==> src/rtl/sfr_pkg.sv <==
package sfr_pkg;
  localparam int unsigned REG_IDX_W  = 5;
  localparam int unsigned IDX_STATUS = 0;
  localparam int unsigned IDX_CTRL   = 1;
  localparam int unsigned IDX_ADDR   = 2;
  localparam int unsigned IDX_DATA0  = 4;

  localparam int unsigned BURST_MAX  = 64;
  localparam int unsigned DATA_WORDS = BURST_MAX / 4;
  localparam int unsigned CNT_W      = $clog2(BURST_MAX);
  localparam int unsigned CNT_LSB    = 8;
  localparam int unsigned FADDR_W    = 24;
  localparam int unsigned HDR_BYTES  = 1 + FADDR_W / 8;

  localparam int unsigned ST_DONE = 0;
  localparam int unsigned ST_ERR  = 1;
  localparam int unsigned ST_BUSY = 2;
  localparam int unsigned ST_LOCK = 15;

  localparam logic [7:0] OP_READ = 8'h03;

  typedef enum logic [1:0] {SEQ_IDLE, SEQ_RUN, SEQ_FIN} seq_state_t;

  typedef struct packed {
    logic [FADDR_W-1:0] addr;
    logic [CNT_W-1:0]   cnt_m1;
  } burst_req_t;
endpackage

==> src/rtl/sfr_spi_shift.sv <==
module sfr_spi_shift
  import sfr_pkg::*;
#(
  parameter int unsigned HALF_DIV = 2
) (
  input  logic       clk,
  input  logic       rst_n,
  input  logic       byte_go,
  input  logic [7:0] tx_byte,
  output logic [7:0] rx_byte,
  output logic       byte_done,
  output logic       spi_sck,
  output logic       spi_mosi,
  input  logic       spi_miso
);
  localparam int unsigned DIV_W = (HALF_DIV > 1) ? $clog2(HALF_DIV) : 1;

  logic             active_q, sck_q, mosi_q, done_q;
  logic [DIV_W-1:0] div_q;
  logic [2:0]       bit_q;
  logic [7:0]       sh_q, rx_q;

  // named phase events
  wire tick_ev = active_q && (div_q == DIV_W'(HALF_DIV - 1));
  wire rise_ev = tick_ev && !sck_q;
  wire fall_ev = tick_ev && sck_q;

  always_ff @(posedge clk or negedge rst_n) begin
    if (!rst_n) begin
      active_q <= 1'b0; sck_q <= 1'b0; mosi_q <= 1'b0; done_q <= 1'b0;
      div_q <= '0; bit_q <= '0; sh_q <= '0; rx_q <= '0;
    end else begin
      done_q <= 1'b0;
      if (byte_go && !active_q) begin
        active_q <= 1'b1;
        sh_q     <= tx_byte;
        mosi_q   <= tx_byte[7];
        bit_q    <= '0;
        div_q    <= '0;
        sck_q    <= 1'b0;
      end else if (active_q) begin
        if (tick_ev) div_q <= '0;
        else         div_q <= div_q + DIV_W'(1);
        if (rise_ev) begin
          sck_q <= 1'b1;
          rx_q  <= {rx_q[6:0], spi_miso};
        end
        if (fall_ev) begin
          sck_q <= 1'b0;
          if (bit_q == 3'd7) begin
            active_q <= 1'b0;
            done_q   <= 1'b1;
          end else begin
            bit_q  <= bit_q + 3'd1;
            sh_q   <= {sh_q[6:0], 1'b0};
            mosi_q <= sh_q[6];
          end
        end
      end
    end
  end

  assign spi_sck   = sck_q;
  assign spi_mosi  = mosi_q;
  assign rx_byte   = rx_q;
  assign byte_done = done_q;

  // data line holds while the clock is high
  assert_mosi_steady_R4: assert property (@(posedge clk) disable iff (!rst_n)
    spi_sck |-> $stable(spi_mosi));
endmodule

==> src/rtl/sfr_burst_seq.sv <==
module sfr_burst_seq
  import sfr_pkg::*;
(
  input  logic             clk,
  input  logic             rst_n,
  input  logic             start,
  input  burst_req_t       req,
  output logic             busy,
  output logic             fin,
  output logic             cs_n,
  output logic             byte_go,
  output logic [7:0]       tx_byte,
  input  logic             byte_done,
  input  logic [7:0]       rx_byte,
  output logic             wr_en,
  output logic [CNT_W-1:0] wr_pos,
  output logic [7:0]       wr_byte
);
  localparam int unsigned STEP_W = CNT_W + 1;

  seq_state_t        st_q;
  burst_req_t        req_q;
  logic [STEP_W-1:0] step_q;
  logic              launch_q, cs_q;

  function automatic logic [7:0] hdr_byte(input logic [STEP_W-1:0] s,
                                          input logic [FADDR_W-1:0] a);
    case (s)
      STEP_W'(0): return OP_READ;
      STEP_W'(1): return a[23:16];
      STEP_W'(2): return a[15:8];
      STEP_W'(3): return a[7:0];
      default:    return 8'h00;
    endcase
  endfunction

  wire [STEP_W-1:0] last_step = STEP_W'(req_q.cnt_m1) + STEP_W'(HDR_BYTES);
  wire              in_data   = step_q >= STEP_W'(HDR_BYTES);
  wire              last_ev   = byte_done && (step_q == last_step);

  always_ff @(posedge clk or negedge rst_n) begin
    if (!rst_n) begin
      st_q <= SEQ_IDLE; req_q <= '0; step_q <= '0; launch_q <= 1'b0; cs_q <= 1'b1;
    end else begin
      launch_q <= 1'b0;
      case (st_q)
        SEQ_IDLE: if (start) begin
          req_q    <= req;
          step_q   <= '0;
          launch_q <= 1'b1;
          cs_q     <= 1'b0;
          st_q     <= SEQ_RUN;
        end
        SEQ_RUN: if (last_ev) begin
          cs_q <= 1'b1;
          st_q <= SEQ_FIN;
        end else if (byte_done) begin
          step_q   <= step_q + STEP_W'(1);
          launch_q <= 1'b1;
        end
        default: st_q <= SEQ_IDLE;
      endcase
    end
  end

  assign busy    = (st_q != SEQ_IDLE);
  assign fin     = (st_q == SEQ_FIN);
  assign cs_n    = cs_q;
  assign byte_go = launch_q;
  assign tx_byte = hdr_byte(step_q, req_q.addr);
  assign wr_en   = byte_done && in_data;
  assign wr_pos  = CNT_W'(step_q - STEP_W'(HDR_BYTES));
  assign wr_byte = rx_byte;

  // a new burst is only accepted when idle
  assert_start_when_idle_R8: assert property (@(posedge clk) disable iff (!rst_n)
    start |-> !busy);
  // every byte completes inside the chip-select window
  assert_byte_in_frame_R3: assert property (@(posedge clk) disable iff (!rst_n)
    byte_done |-> !cs_n);
endmodule

==> src/rtl/sfr_regs.sv <==
module sfr_regs
  import sfr_pkg::*;
#(
  parameter int unsigned FLASH_BYTES = 1 << 20
) (
  input  logic                 clk,
  input  logic                 rst_n,
  input  logic                 reg_wr,
  input  logic [REG_IDX_W-1:0] reg_idx,
  input  logic [31:0]          reg_wdata,
  output logic [31:0]          reg_rdata,
  input  logic                 seq_busy,
  input  logic                 seq_fin,
  input  logic                 wr_en,
  input  logic [CNT_W-1:0]     wr_pos,
  input  logic [7:0]           wr_byte,
  output logic                 start,
  output burst_req_t           req
);
  localparam int unsigned EXT_W = FADDR_W + 2;

  logic               done_q, err_q, lock_q;
  logic [1:0]         ctype_q;
  logic [CNT_W-1:0]   cnt_q;
  logic [FADDR_W-1:0] addr_q;
  logic [31:0]        data_q [DATA_WORDS];

  function automatic logic burst_fits(input logic [FADDR_W-1:0] a,
                                      input logic [CNT_W-1:0] c);
    logic [EXT_W-1:0] end_x;
    end_x = EXT_W'(a) + EXT_W'(c) + EXT_W'(1);
    return end_x <= EXT_W'(FLASH_BYTES);
  endfunction

  wire st_wr  = reg_wr && (reg_idx == REG_IDX_W'(IDX_STATUS));
  wire ctl_wr = reg_wr && (reg_idx == REG_IDX_W'(IDX_CTRL));
  wire adr_wr = reg_wr && (reg_idx == REG_IDX_W'(IDX_ADDR));

  wire [1:0]       w_type = reg_wdata[2:1];
  wire [CNT_W-1:0] w_cnt  = reg_wdata[CNT_LSB +: CNT_W];
  wire             go_req = ctl_wr && reg_wdata[0];

  // named request outcomes
  wire go_collide = go_req && seq_busy;
  wire go_badtype = go_req && !seq_busy && (w_type != 2'd0);
  wire go_range   = go_req && !seq_busy && (w_type == 2'd0) && !burst_fits(addr_q, w_cnt);
  wire err_ev     = go_collide || go_badtype || go_range;
  wire unused_hi  = ^reg_wdata[31:FADDR_W];

  assign start = go_req && !seq_busy && (w_type == 2'd0) && burst_fits(addr_q, w_cnt);
  assign req   = '{addr: addr_q, cnt_m1: w_cnt};

  always_ff @(posedge clk or negedge rst_n) begin
    if (!rst_n) begin
      done_q <= 1'b0; err_q <= 1'b0; lock_q <= 1'b0;
      ctype_q <= '0; cnt_q <= '0; addr_q <= '0;
      for (int k = 0; k < DATA_WORDS; k++) data_q[k] <= '0;
    end else begin
      if (seq_fin)                         done_q <= 1'b1;
      else if (st_wr && reg_wdata[ST_DONE]) done_q <= 1'b0;
      if (err_ev)                          err_q <= 1'b1;
      else if (st_wr && reg_wdata[ST_ERR])  err_q <= 1'b0;
      if (st_wr && reg_wdata[ST_LOCK])      lock_q <= 1'b1;
      if (ctl_wr && !seq_busy) begin
        ctype_q <= w_type;
        cnt_q   <= w_cnt;
      end
      if (adr_wr) addr_q <= reg_wdata[FADDR_W-1:0];
      if (wr_en) data_q[wr_pos[CNT_W-1:2]][{wr_pos[1:0], 3'b000} +: 8] <= wr_byte;
    end
  end

  always_comb begin
    reg_rdata = '0;
    if (reg_idx == REG_IDX_W'(IDX_STATUS)) begin
      reg_rdata[ST_DONE] = done_q;
      reg_rdata[ST_ERR]  = err_q;
      reg_rdata[ST_BUSY] = seq_busy;
      reg_rdata[ST_LOCK] = lock_q;
    end else if (reg_idx == REG_IDX_W'(IDX_CTRL)) begin
      reg_rdata[2:1]                = ctype_q;
      reg_rdata[CNT_LSB +: CNT_W]   = cnt_q;
    end else if (reg_idx == REG_IDX_W'(IDX_ADDR)) begin
      reg_rdata[FADDR_W-1:0] = addr_q;
    end else begin
      for (int k = 0; k < DATA_WORDS; k++)
        if (reg_idx == REG_IDX_W'(IDX_DATA0 + k)) reg_rdata = data_q[k];
    end
  end

  // done is raised once the sequencer closes the frame
  assert_done_after_fin_R6: assert property (@(posedge clk) disable iff (!rst_n)
    seq_fin |=> done_q);
  // a start request while busy flags an error
  assert_collide_err_R8: assert property (@(posedge clk) disable iff (!rst_n)
    (reg_wr && reg_idx == REG_IDX_W'(IDX_CTRL) && reg_wdata[0] && seq_busy) |=> err_q);
  // the lock flag never drops
  assert_lock_sticky_R11: assert property (@(posedge clk) disable iff (!rst_n)
    lock_q |=> lock_q);
endmodule

==> src/rtl/sfr_burst_reader.sv <==
module sfr_burst_reader
  import sfr_pkg::*;
#(
  parameter int unsigned HALF_DIV    = 2,
  parameter int unsigned FLASH_BYTES = 1 << 20
) (
  input  logic        clk,
  input  logic        rst_n,
  input  logic        reg_wr,
  input  logic [4:0]  reg_idx,
  input  logic [31:0] reg_wdata,
  output logic [31:0] reg_rdata,
  output logic        spi_sck,
  output logic        spi_cs_n,
  output logic        spi_mosi,
  input  logic        spi_miso
);
  logic             start, seq_busy, seq_fin, byte_go, byte_done, wr_en;
  logic [7:0]       tx_byte, rx_byte, wr_byte;
  logic [CNT_W-1:0] wr_pos;
  burst_req_t       req;

  sfr_regs #(.FLASH_BYTES(FLASH_BYTES)) regs_i (
    .clk(clk), .rst_n(rst_n), .reg_wr(reg_wr), .reg_idx(reg_idx),
    .reg_wdata(reg_wdata), .reg_rdata(reg_rdata), .seq_busy(seq_busy),
    .seq_fin(seq_fin), .wr_en(wr_en), .wr_pos(wr_pos), .wr_byte(wr_byte),
    .start(start), .req(req));

  sfr_burst_seq seq_i (
    .clk(clk), .rst_n(rst_n), .start(start), .req(req), .busy(seq_busy),
    .fin(seq_fin), .cs_n(spi_cs_n), .byte_go(byte_go), .tx_byte(tx_byte),
    .byte_done(byte_done), .rx_byte(rx_byte), .wr_en(wr_en),
    .wr_pos(wr_pos), .wr_byte(wr_byte));

  sfr_spi_shift #(.HALF_DIV(HALF_DIV)) shift_i (
    .clk(clk), .rst_n(rst_n), .byte_go(byte_go), .tx_byte(tx_byte),
    .rx_byte(rx_byte), .byte_done(byte_done), .spi_sck(spi_sck),
    .spi_mosi(spi_mosi), .spi_miso(spi_miso));

  // clock rests low outside a frame
  assert_sck_idle_low_R4: assert property (@(posedge clk) disable iff (!rst_n)
    spi_cs_n |-> !spi_sck);
endmodule

==> config.mk <==
export PLATFORM = sky130hd
export DESIGN_NAME = sfr_burst_reader
export DESIGN_NICKNAME = d
export VERILOG_FILES = /design/src/rtl/sfr_pkg.sv /design/src/rtl/sfr_spi_shift.sv /design/src/rtl/sfr_burst_seq.sv /design/src/rtl/sfr_regs.sv /design/src/rtl/sfr_burst_reader.sv
export SDC_FILE = /design/constraint.sdc
export NUM_CORES = 1
export LEC_CHECK = 0
export BUFFER_PORTS_ARGS = -buffer_cell sky130_fd_sc_hd__buf_2
export CORE_UTILIZATION = 25
export CTS_CLUSTER_SIZE = 24
export DETAILED_ROUTE_END_ITERATION = 8
export GPL_TIMING_DRIVEN = 0
export REMOVE_ABC_BUFFERS = 1
export SYNTH_ARGS = -nofsm -noshare
export SYNTH_HDL_FRONTEND = slang
export SYNTH_SLANG_ARGS = --single-unit
==> constraint.sdc <==
create_clock -name clk -period 3.1 [get_ports clk]
set_input_delay 0.465 -clock clk [delete_from_list [all_inputs] [get_ports clk]]
set_output_delay 0.465 -clock clk [all_outputs]
set_load 0.005 [all_outputs]
==> results_dict.tcl <==
set metrics [dict create \
    outcome "complete, but fails checks" \
    violations "negative setup slack" \
    grtUsageTotal_pct 17.9 \
    clk_pin_slew_ns 0.06 \
    slowest_delay_ns 0.48 \
    crit_family "compound AO/OA/AOI/OAI gates" \
    final_cell_area_mm2 0.0337 \
    via_per_inst 5.32 \
    finalCriticalPeriod_ns 3.35 \
    hold_class "in2reg" \
    die_area_mm2 0.110 \
    r2r_setup_slack_ns 0.04 \
    pre_cts_slack_ns -2.39 \
    synth_top_cell_by_area "dfrtp_1" \
    crit_path_frequent_cell "buf_4" \
    switching_share_pct 26.0 \
    peakVddDrop_mv 0.393 \
    dpl.hpwl_mm 61.4 \
    p_int_uw 13500 \
    fmax_mhz 298 \
    maxCapViolCount 0 \
    hold_viol 0 \
    async_flop_share_pct 100 \
    cts_tree "built" \
    setup_viol 9 \
    combPwrFrac_pct 8.6 \
    synthFlopType "dfrtp_1" \
    power_density_mw_per_mm2 542 \
    grt_antenna_before_repair 4 \
    wirelength_mm 101 \
    grt_pass1_vias 22100 \
    end_kind "output pin" \
    seqPwrFrac_pct 46.7 \
    skew_ns 0.0421 \
    dr.first_iter.drc_count 3168 \
    fin_ws_ns -0.252 \
    cts_sinks 611 \
    core_mm2 0.107 \
    cp_num_buf_inv 4 \
    finalSetupTns_ns -0.736 \
    postRouteAntennaNets 0 \
    yosys.area.top_type_share_pct 56.2 \
    netlist_instances 2828 \
    area_delta_synth_final_pct 24.1 \
    pin_count 76 \
    cts_made_buffers 67 \
    rsz0062_at_grt "yes" \
    startpoint_type "input pin" \
    io_buffers 67 \
    die-height_um 332 \
    initial_core_util_pct 25.3 \
    firstDrtPassIters 9 \
    p_total_uw 18300 \
    num_rows 120 \
    synth_area_mm2 0.0272 \
    synth_seq_area_share_pct 56.3 \
    cp.required_ns 2.63 \
    placed_cell_area_mm2 0.0291 \
    grt_pass1_wl_mm 149 \
    clockBufferDepth 3 \
    final-seq-area_mm2 0.0153 \
    cts-root-buf "clkbuf_16" \
    synth_edf_count 0 \
    multiInputGateArea_mm2 0.0119 \
    drt_drc_violations_left 0 \
    synth_warnings 0 \
    worstPathArrival_ns 2.89 \
    worst-setup-path-type "in2out" \
    h-tree-depth 3 \
    clkPwrFrac_pct 44.7 \
    clk_latency_ns 0.64 \
    n_fill_cell 10800 \
    fp.dieW_um 332 \
    drive_gt1_share_pct 18.6 \
    yosysUniqueCellTypes 79 \
    post-route-util_pct 31.4 \
    post_drt_wl_per_cell_um 23.0 \
    fin_nets 2996 \
    grt_max_degree 109 \
    routed-via-count 23400 \
    critical-path-slowest-cell "a221o_2" \
    avgSynthCellArea_um2 9.60 \
    crit_fanout 9 \
    gp_congestion 0.879 \
    grt-ovfl-total 0 \
    min_period_over_period_pct 108 \
    p_sw_uw 4750 \
    ys_ff_latch 611 \
    total_leakage_power_uw 0.0143 \
    synthTopCellsByArea "dfrtp_1 56%, o21ai_0 11%, nand2_1 9.4%, a22oi_1 2.4%, mux2_2 2.3%" \
    slew_viol_final 0 \
    worst_pin_slew_ns 1.15 \
    crit_chain "buf_16 > nand2b_4 > buf_4 > buf_4 > or3_4 > o211ai_1 > a21oi_1 > a2111oi_2 > o221ai_1 > a221o_2 > buf_2" \
    slew_headroom_pct 23.5 \
]
## flip-flops by register name (all words and copies together) (netlist names), 2 cells and up
signal	count
regs_i.data_q	512
seq_i.req_q	30
regs_i.addr_q	24
shift_i.rx_byte	8
seq_i.step_q	7
shift_i.sh_q	7
regs_i.cnt_q	6
shift_i.bit_q	3
regs_i.ctype_q	2
seq_i.st_q	2
## power by group through the flow
stage                     Sequential (uW)  Clock (uW)  Combinational [uW]
final                                8520        8160                1580
after global routing                 8510        8570                1680
after CTS                            8500        8250                1480
after detailed placement             8650           0                1240
after global placement               8650           0                1170
after floorplan                      8450           0                 613
## routing by layer
metal | GRT usage, % | part of all wire [%] | routed length, um
met5 | 0 | 0.032 | 32
met1 | 23.1 | 41 | 41100
met2 | 27.0 | 44 | 44100
met4 | 9.67 | 5.7 | 5740
met3 | 5.00 | 9.9 | 10000
## Yosys cell counts, drive strengths merged (3+ instances only)
master,instances
inv,22
o2111ai,5
nor2,78
xor2,11
o31ai,3
o221ai,11
nand3,31
nor3b,4
xnor2,11
and3,11
buf,32
o22ai,29
a22oi,86
a32oi,3
a21o,6
o21a,6
ha,16
clkbuf,165
nand2b,11
nand2,682
mux2i,27
a221oi,28
o21ai,600
nor4,7
a31oi,14
o211ai,12
a2111oi,4
a222oi,32
a31o,4
a22o,12
and2,12
nor3,28
nand4,16
a21oi,69
a211oi,7
nor2b,11
mux2,72
dfrtp,610
a221o,6
## stage by stage
| stage | hold WS [ns] | cells |
|---|---|---|
| floorplan | 0.169 | 2631 |
| global placement | 0.455 | 4101 |
| detailed placement | 0.449 | 4134 |
| CTS | 0.0684 | 4358 |
| global route | 0.0854 | 4388 |
| finish | 0.0875 | 4395 |
## cell type report
cell class | count | share of cell area, %
Antenna cell | 8 | 0.0594
Clock buffer | 94 | 5.85
Clock inverter | 21 | 0.724
Inverter | 22 | 0.260
Multi-Input combinational cell | 2002 | 35.2
Sequential cell | 611 | 45.4
Tap cell | 1403 | 5.21
Timing Repair Buffer | 234 | 7.29
## cells in the final DEF, fill, tap and decap left out, types with 17 or more instances in the layout
master	netlist	routed
buf_2	23	61
mux2_2	56	53
nand3_1	31	29
buf_4	0	102
o22ai_1	29	29
buf_6	2	18
clkbuf_16	0	71
a221oi_1	28	20
o21ai_0	597	583
a222oi_1	32	32
buf_12	1	17
mux2i_1	27	27
mux2_4	13	19
nor2_1	77	66
a21oi_1	68	59
inv_1	22	21
dfrtp_1	610	606
a22oi_1	86	81
nand2_1	682	665
## cells by family (layout without fill, tap and decap cells)
kind of cell,after synthesis,in the layout,share of synthesized area (%)
buffers and inverters,219,371,3.25
other,0,8,0
adder cells (fa/ha/maj),17,17,0.811
XOR/XNOR,22,22,0.709
AND/OR/NAND/NOR,910,914,14.0
multiplexers,99,99,4.16
flip-flops,611,611,56.3
AO/OA/AOI/OAI,950,950,20.8
## what timing repair did
action                                  in CTS  in global routing
buffers inserted                            97                 32
endpoints found under the hold margin       60                  0
gates resized for setup                    183                 70
gates cloned                                13                  2
pin swaps                                   61                 61
endpoints found under the setup margin     371                157
hold buffers                                 1                  0
## final timing paths
path                                   startpoint            endpoint  depth (start not counted)
worst min-delay path                reg_wdata[22]   regs_i.addr_q[22]                          2
worst max register to register    seq_i.step_q[0]    regs_i.data_q[6]                          5
worst max-delay path                   reg_idx[4]        reg_rdata[1]                         11
worst min register to register  regs_i.data_q[60]   regs_i.data_q[60]                          2
max in group asynchronous                   rst_n  regs_i.data_q[375]                          5
min in group asynchronous                   rst_n  regs_i.data_q[140]                          2
No activity file was read; power rests on OpenSTA's default activity.
